`src/rtl/pkd_mul_pkg.sv`:
```
// Shared mode codes and helpers for the packed multiply unit.
// Assumes a 3-bit mode field; codes above QDOT8 are reserved.
package pkd_mul_pkg;
    localparam logic [2:0] OP_MUL16  = 3'd0;
    localparam logic [2:0] OP_DMUL16 = 3'd1;
    localparam logic [2:0] OP_QMUL8  = 3'd2;
    localparam logic [2:0] OP_DDOT16 = 3'd3;
    localparam logic [2:0] OP_QDOT8  = 3'd4;

    // Number of lane multipliers; the quad byte modes fix it at four.
    localparam int LANES = 4;

    // True for modes that split operands into bytes.
    function automatic logic op_is_narrow(logic [2:0] op);
        return (op == OP_QMUL8) || (op == OP_QDOT8);
    endfunction

    // True for modes that split operands into 16-bit halves.
    function automatic logic op_is_wide(logic [2:0] op);
        return (op == OP_MUL16) || (op == OP_DMUL16) || (op == OP_DDOT16);
    endfunction
endpackage

```
`src/rtl/pkd_operand_split.sv`:
```
// Combinational operand router: feeds each lane multiplier a byte or a half
// of each operand, extended by one bit per the operand's signedness flag.
// Assumes LANES * NARROW_W is the operand width. Lanes a mode does not use
// get zero, so the downstream adder may sum all lanes blindly.
module pkd_operand_split
    import pkd_mul_pkg::*;
#(
    parameter int NARROW_W = 8,
    localparam int WIDE_W  = 2 * NARROW_W,
    localparam int OPER_W  = WIDE_W + 1,
    localparam int DATA_W  = LANES * NARROW_W
) (
    input  logic [2:0]                   op,
    input  logic                         sgn_a,
    input  logic                         sgn_b,
    input  logic [DATA_W-1:0]            a,
    input  logic [DATA_W-1:0]            b,
    output logic [LANES-1:0][OPER_W-1:0] lane_a,
    output logic [LANES-1:0][OPER_W-1:0] lane_b
);
    localparam int WIDE_LANES = DATA_W / WIDE_W;

    logic narrow_sel;
    logic wide_sel;

    assign narrow_sel = op_is_narrow(op);
    assign wide_sel   = op_is_wide(op);

    for (genvar i = 0; i < LANES; i++) begin : g_lane
        logic [OPER_W-1:0] nar_a, nar_b, wid_a, wid_b;

        // Byte slice of lane i, extended per operand flag.
        assign nar_a = {{(OPER_W-NARROW_W){sgn_a & a[i*NARROW_W+NARROW_W-1]}},
                        a[i*NARROW_W +: NARROW_W]};
        assign nar_b = {{(OPER_W-NARROW_W){sgn_b & b[i*NARROW_W+NARROW_W-1]}},
                        b[i*NARROW_W +: NARROW_W]};

        if (i < WIDE_LANES) begin : g_wide
            // Half slice of lane i, extended per operand flag.
            assign wid_a = {sgn_a & a[i*WIDE_W+WIDE_W-1], a[i*WIDE_W +: WIDE_W]};
            assign wid_b = {sgn_b & b[i*WIDE_W+WIDE_W-1], b[i*WIDE_W +: WIDE_W]};
        end else begin : g_idle
            // Upper lanes carry no half operand.
            assign wid_a = '0;
            assign wid_b = '0;
        end

        // Pick the slice the current mode needs; zero otherwise.
        assign lane_a[i] = narrow_sel ? nar_a : (wide_sel ? wid_a : '0);
        assign lane_b[i] = narrow_sel ? nar_b : (wide_sel ? wid_b : '0);
    end
endmodule

```
`src/rtl/pkd_lane_mul.sv`:
```
// One registered lane multiplier: signed OPER_W x OPER_W, product kept to
// PROD_W bits. Assumes the operands arrive already extended, so the kept
// bits are the exact two's-complement value of every legal lane product.
module pkd_lane_mul #(
    parameter int OPER_W = 17,
    parameter int PROD_W = 32
) (
    input  logic              clk,
    input  logic              rst_n,
    input  logic [OPER_W-1:0] op_a,
    input  logic [OPER_W-1:0] op_b,
    output logic [PROD_W-1:0] prod
);
    logic signed [PROD_W-1:0] full;

    assign full = PROD_W'($signed(op_a)) * PROD_W'($signed(op_b));

    // Stage 1 register: capture the lane product every cycle.
    always_ff @(posedge clk) begin
        if (!rst_n) prod <= '0;
        else        prod <= full;
    end
endmodule

```
`src/rtl/pkd_result_merge.sv`:
```
// Stage 2: packs lane products or sums them per mode, and registers the
// result with its valid flag. Assumes unused lanes hold zero products.
module pkd_result_merge
    import pkd_mul_pkg::*;
#(
    parameter int NARROW_W = 8,
    localparam int PROD_W  = 4 * NARROW_W,
    localparam int PACK_W  = 2 * NARROW_W,
    localparam int RES_W   = 2 * PROD_W
) (
    input  logic                         clk,
    input  logic                         rst_n,
    input  logic                         s1_vld,
    input  logic [2:0]                   s1_op,
    input  logic [LANES-1:0][PROD_W-1:0] prods,
    output logic                         out_vld,
    output logic [RES_W-1:0]             out_res
);
    logic [PROD_W-1:0] lane_sum;
    logic [RES_W-1:0]  byte_pack;
    logic [RES_W-1:0]  res_nxt;

    // Modulo-2^PROD_W sum of all lanes, shared by both dot modes.
    always_comb begin
        lane_sum = '0;
        for (int i = 0; i < LANES; i++) lane_sum = lane_sum + prods[i];
    end

    // Low PACK_W bits of each lane, packed lane 0 lowest.
    always_comb begin
        byte_pack = '0;
        for (int i = 0; i < LANES; i++) byte_pack[i*PACK_W +: PACK_W] = prods[i][PACK_W-1:0];
    end

    // Mode select; invalid or reserved gives zero.
    always_comb begin
        res_nxt = '0;
        if (s1_vld) begin
            case (s1_op)
                OP_MUL16:  res_nxt = {{PROD_W{1'b0}}, prods[0]};
                OP_DMUL16: res_nxt = {prods[1], prods[0]};
                OP_QMUL8:  res_nxt = byte_pack;
                OP_DDOT16: res_nxt = {{PROD_W{1'b0}}, lane_sum};
                OP_QDOT8:  res_nxt = {{PROD_W{1'b0}}, lane_sum};
                default:   res_nxt = '0;
            endcase
        end
    end

    // Stage 2 register: result and valid.
    always_ff @(posedge clk) begin
        if (!rst_n) begin
            out_vld <= 1'b0;
            out_res <= '0;
        end else begin
            out_vld <= s1_vld;
            out_res <= res_nxt;
        end
    end

    // Output valid follows the stage-1 valid by one edge.
    assert_stage2_valid_R2: assert property (@(posedge clk) disable iff (!rst_n)
        $past(rst_n) |-> (out_vld == $past(s1_vld)));

    // No data leaks while idle.
    assert_idle_zero_R9: assert property (@(posedge clk) disable iff (!rst_n)
        !out_vld |-> (out_res == '0));

    // Reserved codes yield zero data.
    assert_reserved_zero_R8: assert property (@(posedge clk) disable iff (!rst_n)
        (s1_vld && (s1_op > OP_QDOT8)) |=> (out_res == '0));

    // Single-result modes leave the upper word clear.
    assert_upper_clear_R6: assert property (@(posedge clk) disable iff (!rst_n)
        (s1_vld && (s1_op == OP_MUL16 || s1_op == OP_DDOT16 || s1_op == OP_QDOT8))
        |=> (out_res[RES_W-1:PROD_W] == '0));
endmodule

```
`src/rtl/pkd_mul_unit.sv`:
```
// Top of the packed SIMD multiply / dot-product unit. Two-stage pipeline:
// stage 1 holds lane products plus mode and valid, stage 2 packs or sums.
// Assumes NARROW_W-bit byte lanes; operands are 4 bytes, result 8 bytes.
module pkd_mul_unit
    import pkd_mul_pkg::*;
#(
    parameter int NARROW_W = 8,
    localparam int DATA_W  = LANES * NARROW_W,
    localparam int RES_W   = 2 * DATA_W
) (
    input  logic              clk,
    input  logic              rst_n,
    input  logic              in_vld,
    input  logic [2:0]        in_op,
    input  logic              in_sgn_a,
    input  logic              in_sgn_b,
    input  logic [DATA_W-1:0] in_a,
    input  logic [DATA_W-1:0] in_b,
    output logic              out_vld,
    output logic [RES_W-1:0]  out_res
);
    localparam int OPER_W = 2 * NARROW_W + 1;
    localparam int PROD_W = 4 * NARROW_W;

    logic [LANES-1:0][OPER_W-1:0] lane_a, lane_b;
    logic [LANES-1:0][PROD_W-1:0] prods;
    logic                         s1_vld;
    logic [2:0]                   s1_op;

    pkd_operand_split #(.NARROW_W(NARROW_W)) u_split (
        .op(in_op), .sgn_a(in_sgn_a), .sgn_b(in_sgn_b),
        .a(in_a), .b(in_b), .lane_a(lane_a), .lane_b(lane_b)
    );

    for (genvar i = 0; i < LANES; i++) begin : g_mul
        pkd_lane_mul #(.OPER_W(OPER_W), .PROD_W(PROD_W)) u_lane (
            .clk(clk), .rst_n(rst_n),
            .op_a(lane_a[i]), .op_b(lane_b[i]), .prod(prods[i])
        );
    end

    // Stage 1 control: carry valid and mode beside the lane products.
    always_ff @(posedge clk) begin
        if (!rst_n) begin
            s1_vld <= 1'b0;
            s1_op  <= '0;
        end else begin
            s1_vld <= in_vld;
            s1_op  <= in_op;
        end
    end

    pkd_result_merge #(.NARROW_W(NARROW_W)) u_merge (
        .clk(clk), .rst_n(rst_n), .s1_vld(s1_vld), .s1_op(s1_op),
        .prods(prods), .out_vld(out_vld), .out_res(out_res)
    );

    // Stage-1 valid tracks the input valid one edge later.
    assert_stage1_valid_R2: assert property (@(posedge clk) disable iff (!rst_n)
        $past(rst_n) |-> (s1_vld == $past(in_vld)));

    // Back-to-back accepts both emerge: a valid two edges back gives a valid now.
    assert_no_drop_R10: assert property (@(posedge clk) disable iff (!rst_n)
        ($past(rst_n, 2) && $past(rst_n) && $past(in_vld, 2)) |-> out_vld);
endmodule

```
`config.mk`:
```
export PLATFORM = sky130hd
export DESIGN_NAME = pkd_mul_unit
export DESIGN_NICKNAME = d
export VERILOG_FILES = /design/src/rtl/pkd_mul_pkg.sv /design/src/rtl/pkd_operand_split.sv /design/src/rtl/pkd_lane_mul.sv /design/src/rtl/pkd_result_merge.sv /design/src/rtl/pkd_mul_unit.sv
export SDC_FILE = /design/constraint.sdc
export NUM_CORES = 2
export LEC_CHECK = 0
export ABC_AREA = 1
export BUFFER_PORTS_ARGS = -buffer_cell sky130_fd_sc_hd__buf_4
export CORE_UTILIZATION = 60
export DETAILED_ROUTE_END_ITERATION = 16
export HOLD_SLACK_MARGIN = 0.06
export PLACE_DENSITY = 0.78
export RECOVER_POWER = 100
export SLEW_MARGIN = 10
export SYNTH_ARGS = -nofsm -noshare
export SYNTH_HDL_FRONTEND = slang
export SYNTH_HIERARCHICAL = 1
export SYNTH_SLANG_ARGS = --single-unit
```
`constraint.sdc`:
```
create_clock -name clk -period 22.3 [get_ports clk]
set_clock_uncertainty 0.1 [all_clocks]
set_input_delay 4.46 -clock clk [delete_from_list [all_inputs] [get_ports clk]]
set_output_delay 4.46 -clock clk [all_outputs]
set_load 0.005 [all_outputs]
```
; ---- Word level (Yosys, flattened, before mapping)
; Index checks and enable logic that the tools add are counted.
[totals]
out_inout_bits = 65
mem_bits_ro = 0
in_bits = 72
wordCells = 51
reg_bits = 197
mem_bits_rw = 0
mem_count = 0
latch_bits = 0
[op_classes]
mux = 13
order_cmp = 0
bitwise_logic = 8
eq_ne = 8
div_mod_pow = 0
multipliers = 4
n_shift = 0
addsub = 3
n_reduce_logical = 7
[ops]
columns = cell, n
row1 = one-hot mux 64 bit (4 select lines), 1
row2 = 2-to-1 mux 17 bit, 12
row3 = multiplier 17 x 17 -> 32 bit, 4
row4 = adder 32 bit, 3
row5 = "equality test 3 x 2 -> 1 bit, second input constant", 4
row6 = bitwise AND 1 bit, 8
row7 = "equality test 3 x 1 -> 1 bit, second input constant", 2
row8 = "equality test 3 bit, second input constant", 2
row9 = zero test 3 bit, 2
row10 = logical OR 1 bit, 3
row11 = AND reduction 2 bit, 1
row12 = OR reduction 2 bit, 1

; ---- Logic depth before layout (Yosys ltp)
[depth]
word_depth = 6
depth_mapped = 35
ltp_nobuf = 32

; ---- Cells and area by module
; Netlist, hierarchy kept.
[modules_own_cells]
columns = module, area_each_um2, cells_per_inst, instances, seq_area_each_um2
row1 = pkd_lane_mul at g_mul[1].u_lane ..., 12215.5, 1596, 2, 640.6
row2 = pkd_lane_mul at g_mul[0].u_lane, 12299.3, 1643, 1, 640.6
row3 = pkd_lane_mul at g_mul[3].u_lane, 12120.4, 1592, 1, 640.6
row4 = pkd_result_merge, 6623.9, 1010, 1, 1301.2
row5 = pkd_operand_split, 1322.5, 289, 1, 0.0
row6 = pkd_mul_unit, 110.1, 12, 1, 80.1

; ---- Worst setup path before layout
; No wires, ideal clock.
[synth_path]
path_kind = input to register
startpoint = input port in_op[0]
endpoint = register g_mul[0].u_lane.prod[27]
t_arrival_ns = 10.291
slack_ns = 11.796
path_buffers = 3
required_time_ns = 22.087
stages = 26
setup_ns = 0.113
path_cell_list = o21ai_2 -> inv_1 -> buf_2 -> nor2_1 -> clkbuf_1 -> clkbuf_1 -> nand2_1 -> inv_1 -> fa_1 -> fa_1 -> inv_1 -> fa_1 -> fa_1 -> fa_1 -> fa_1 -> inv_1 -> ha_1 -> nand2_1 -> inv_1 -> nand3_1 -> nor3_1 -> nand3_1 -> nand3_1 -> nand2_1 -> nand2_1 -> nor2_1
[synth_lines]
columns = item, line_no
row1 = "start, declared", pkd_mul_unit.sv:14  ; input logic [2:0] in_op,
row2 = "end signal, assigned", pkd_lane_mul.sv:21  ; else prod <= full;
row3 = "end, declared", pkd_lane_mul.sv:12  ; output logic [PROD_W-1:0] prod

==> results_dict.tcl <==
set metrics [dict create \
    status "finished, violations left" \
    violations "capacitance limit, slew limit" \
    instances_no_fill 8877 \
    seq_power_share_pct 11.2 \
    drt-pass1-iter-count 6 \
    postCtsHoldBufs 0 \
    yosysSeqAreaShare_pct 6.93 \
    die-area_mm2 0.0961 \
    netSwitchingFraction_pct 59.5 \
    synth_nets 9359 \
    first_iter_violations 4357 \
    ys_types 49 \
    drt-total-wl_um 156000 \
    dp_cells 8845 \
    tightestPinTransition_ps 3430 \
    cp_max_fo 74 \
    rsz0062_at_grt "false" \
    ys_seq_elements 197 \
    final_cell_mix "inv_1 (2,380), nand2_1 (2,023), fa_1 (1,190)" \
    core_area_mm2 0.0936 \
    min_path_type "reg2reg" \
    place_ws_ps 10010 \
    crit_type "in2reg" \
    start_kind "primary input" \
    finalCritPeriodShare_pct 72.6 \
    power_density_mw_per_mm2 76.4 \
    clk_pin_slew_worst_paths_ps 80 \
    grt_pass1_wl_um 249000 \
    critPathRequiredTime_ps 22620 \
    postSynthCellCount 7738 \
    clockBufferDepth 2 \
    final_area_mm2 0.0589 \
    die-height_um 310 \
    grtUsageTotal_pct 33.7 \
    cts_max_level 4 \
    finalWorstSetupSlack_ps 6120 \
    syn_area_per_cell_um2 7.35 \
    diodes 0 \
    die_x_um 310 \
    wl_per_cell_um 17.6 \
    syn_area_mm2 0.0569 \
    vias 46500 \
    overflow 0 \
    pin_count 137 \
    final_common_cell "inv_1" \
    hold_viol 0 \
    comb_power_share_pct 82.0 \
    cpPeakStageDelay_ps 2090 \
    drive_above_1_share_pct 4.74 \
    vias_per_cell 5.24 \
    fin_tns_setup_ps 0 \
    intPower_mw 1.82 \
    p_sw_mw 2.68 \
    cts-resized-gates 0 \
    cap_viol_max_count 9 \
    grt_max_degree 96 \
    ant_nets 0 \
    insertion_delay_ps 480 \
    total_power_mw 4.50 \
    grt_pass1_vias 46900 \
    cp.arrival_ps 16500 \
    clock_power_share_pct 6.9 \
    portBuffers 136 \
    cts_tree "done" \
    dp_hpwl_um 131000 \
    row_count 112 \
    max-vdd-ir-drop_mv 0.0829 \
    ys_warn_count 6 \
    gp_congestion 1.05 \
    start_util_pct 60.8 \
    slew_headroom_pct -129 \
    maxSlewViolCount 496 \
    nets 9231 \
    numCtsBuffers 17 \
    slowest_stage "clkbuf_1" \
    path_common_cell "fa_1" \
    post_cts_buffers 0 \
    max_freq_mhz 61.8 \
    drc 0 \
    area_delta_synth_final_pct 3.42 \
    fin_crit_ps 16180 \
    end_kind "flop" \
    antenna_found_initial 3 \
    cts_root_buf "clkbuf_16" \
    cellLeakagePower_nw 36.1 \
    finalSetupViolations 0 \
    place_area_mm2 0.0585 \
    clock-sinks 197 \
]
-- stage by stage --
stage	util (%)	hold slack, ps
5_1_grt	62.9	393
3_3_place_gp	62.5	357
2_1_floorplan	-	340
4_1_cts	63.1	374
3_5_place_dp	62.5	361
6_report	62.9	375
-- final timing paths --
| check | startpoint | end | slack [ps] | cells after the start |
|---|---|---|---|---|
| setup / recovery | in_op[0] | g_mul[3].u_lane/prod[24] | 6120 | 30 |
| hold / removal | g_mul[0].u_lane/prod[11] | u_merge/out_res[11] | 370 | 2 |
| setup reg to reg | s1_vld | u_merge/out_res[43] | 18280 | 3 |
| hold reg to reg | g_mul[0].u_lane/prod[11] | u_merge/out_res[11] | 370 | 2 |
-- sequential cells by signal, indices dropped and copies added (netlist names) --
| signal | count |
|---|---|
| g_mul.u_lane/prod | 128 |
| s1_op | 3 |
| s1_vld | 1 |
| u_merge/out_res | 64 |
| u_merge/out_vld | 1 |
-- critical path, delay by kind of cell --
kind | cells | cell delay, ps
buffers and inverters | 10 | 6150
adder cells (fa/ha/maj) | 7 | 3460
AND/OR/NAND/NOR | 9 | 1500
AO/OA/AOI/OAI | 4 | 820
-- synthesized netlist by cell type, drive strengths merged --
cell type	instances	area share [%]
a21boi	3	0.040
a21o	18	0.24
a21oi	256	2.4
a22oi	18	0.24
a31oi	2	0.022
a32oi	1	0.015
and2	5	0.055
and3	1	0.011
buf	85	0.97
clkbuf	264	1.7
clkinv	1	0.0066
dfxtp	197	6.9
fa	1190	42
ha	359	7.9
inv	2387	16
nand2	2063	14
nand2b	1	0.011
nand3	208	2.1
nand3b	6	0.079
nand4	32	0.35
nor2	422	2.9
nor3	31	0.34
nor4	2	0.059
o211ai	1	0.022
o21a	21	0.28
o21ai	86	0.82
o21bai	24	0.33
or2	30	0.33
xnor2	13	0.20
xor2	11	0.17
-- logic make-up after synthesis --
group           count (synthesis)  synth area share [%]
buf+inv                      2737                  18.5
flops                         197                  6.93
xor+xnor                       24                 0.369
compound gates                430                  4.41
fa+ha+maj                    1549                  49.8
simple gates                 2801                  20.1
-- area by class of cell --
type / count / area, um2
clock buffer: 19 / 433
clock inverter: 13 / 139
fill: 8307 / 34800
inverter: 2388 / 8960
multi-input combinational: 4804 / 42400
sequential: 197 / 3940
tap: 1254 / 1570
timing repair buffer: 202 / 1440
-- power groups by stage --
stage                     clock (mW)  combinational (mW)  sequential [mW]
after floorplan                    0                2.63            0.461
after global placement             0                3.57            0.506
after detailed placement           0                3.63            0.504
after CTS                      0.312                3.66            0.497
after global routing           0.326                4.13            0.503
final                          0.308                3.69            0.502
-- routing by layer --
metal,up-vias,wire [um],GRT usage [%],share of wire (%)
li1,21400,-,-,-
met1,22700,63100,45.9,40
met2,1936,71800,53.8,46
met3,425,14100,5.91,9.0
met4,4,6950,13.2,4.5
met5,-,24,0,0.015
(Power assumes the default switching activity.)
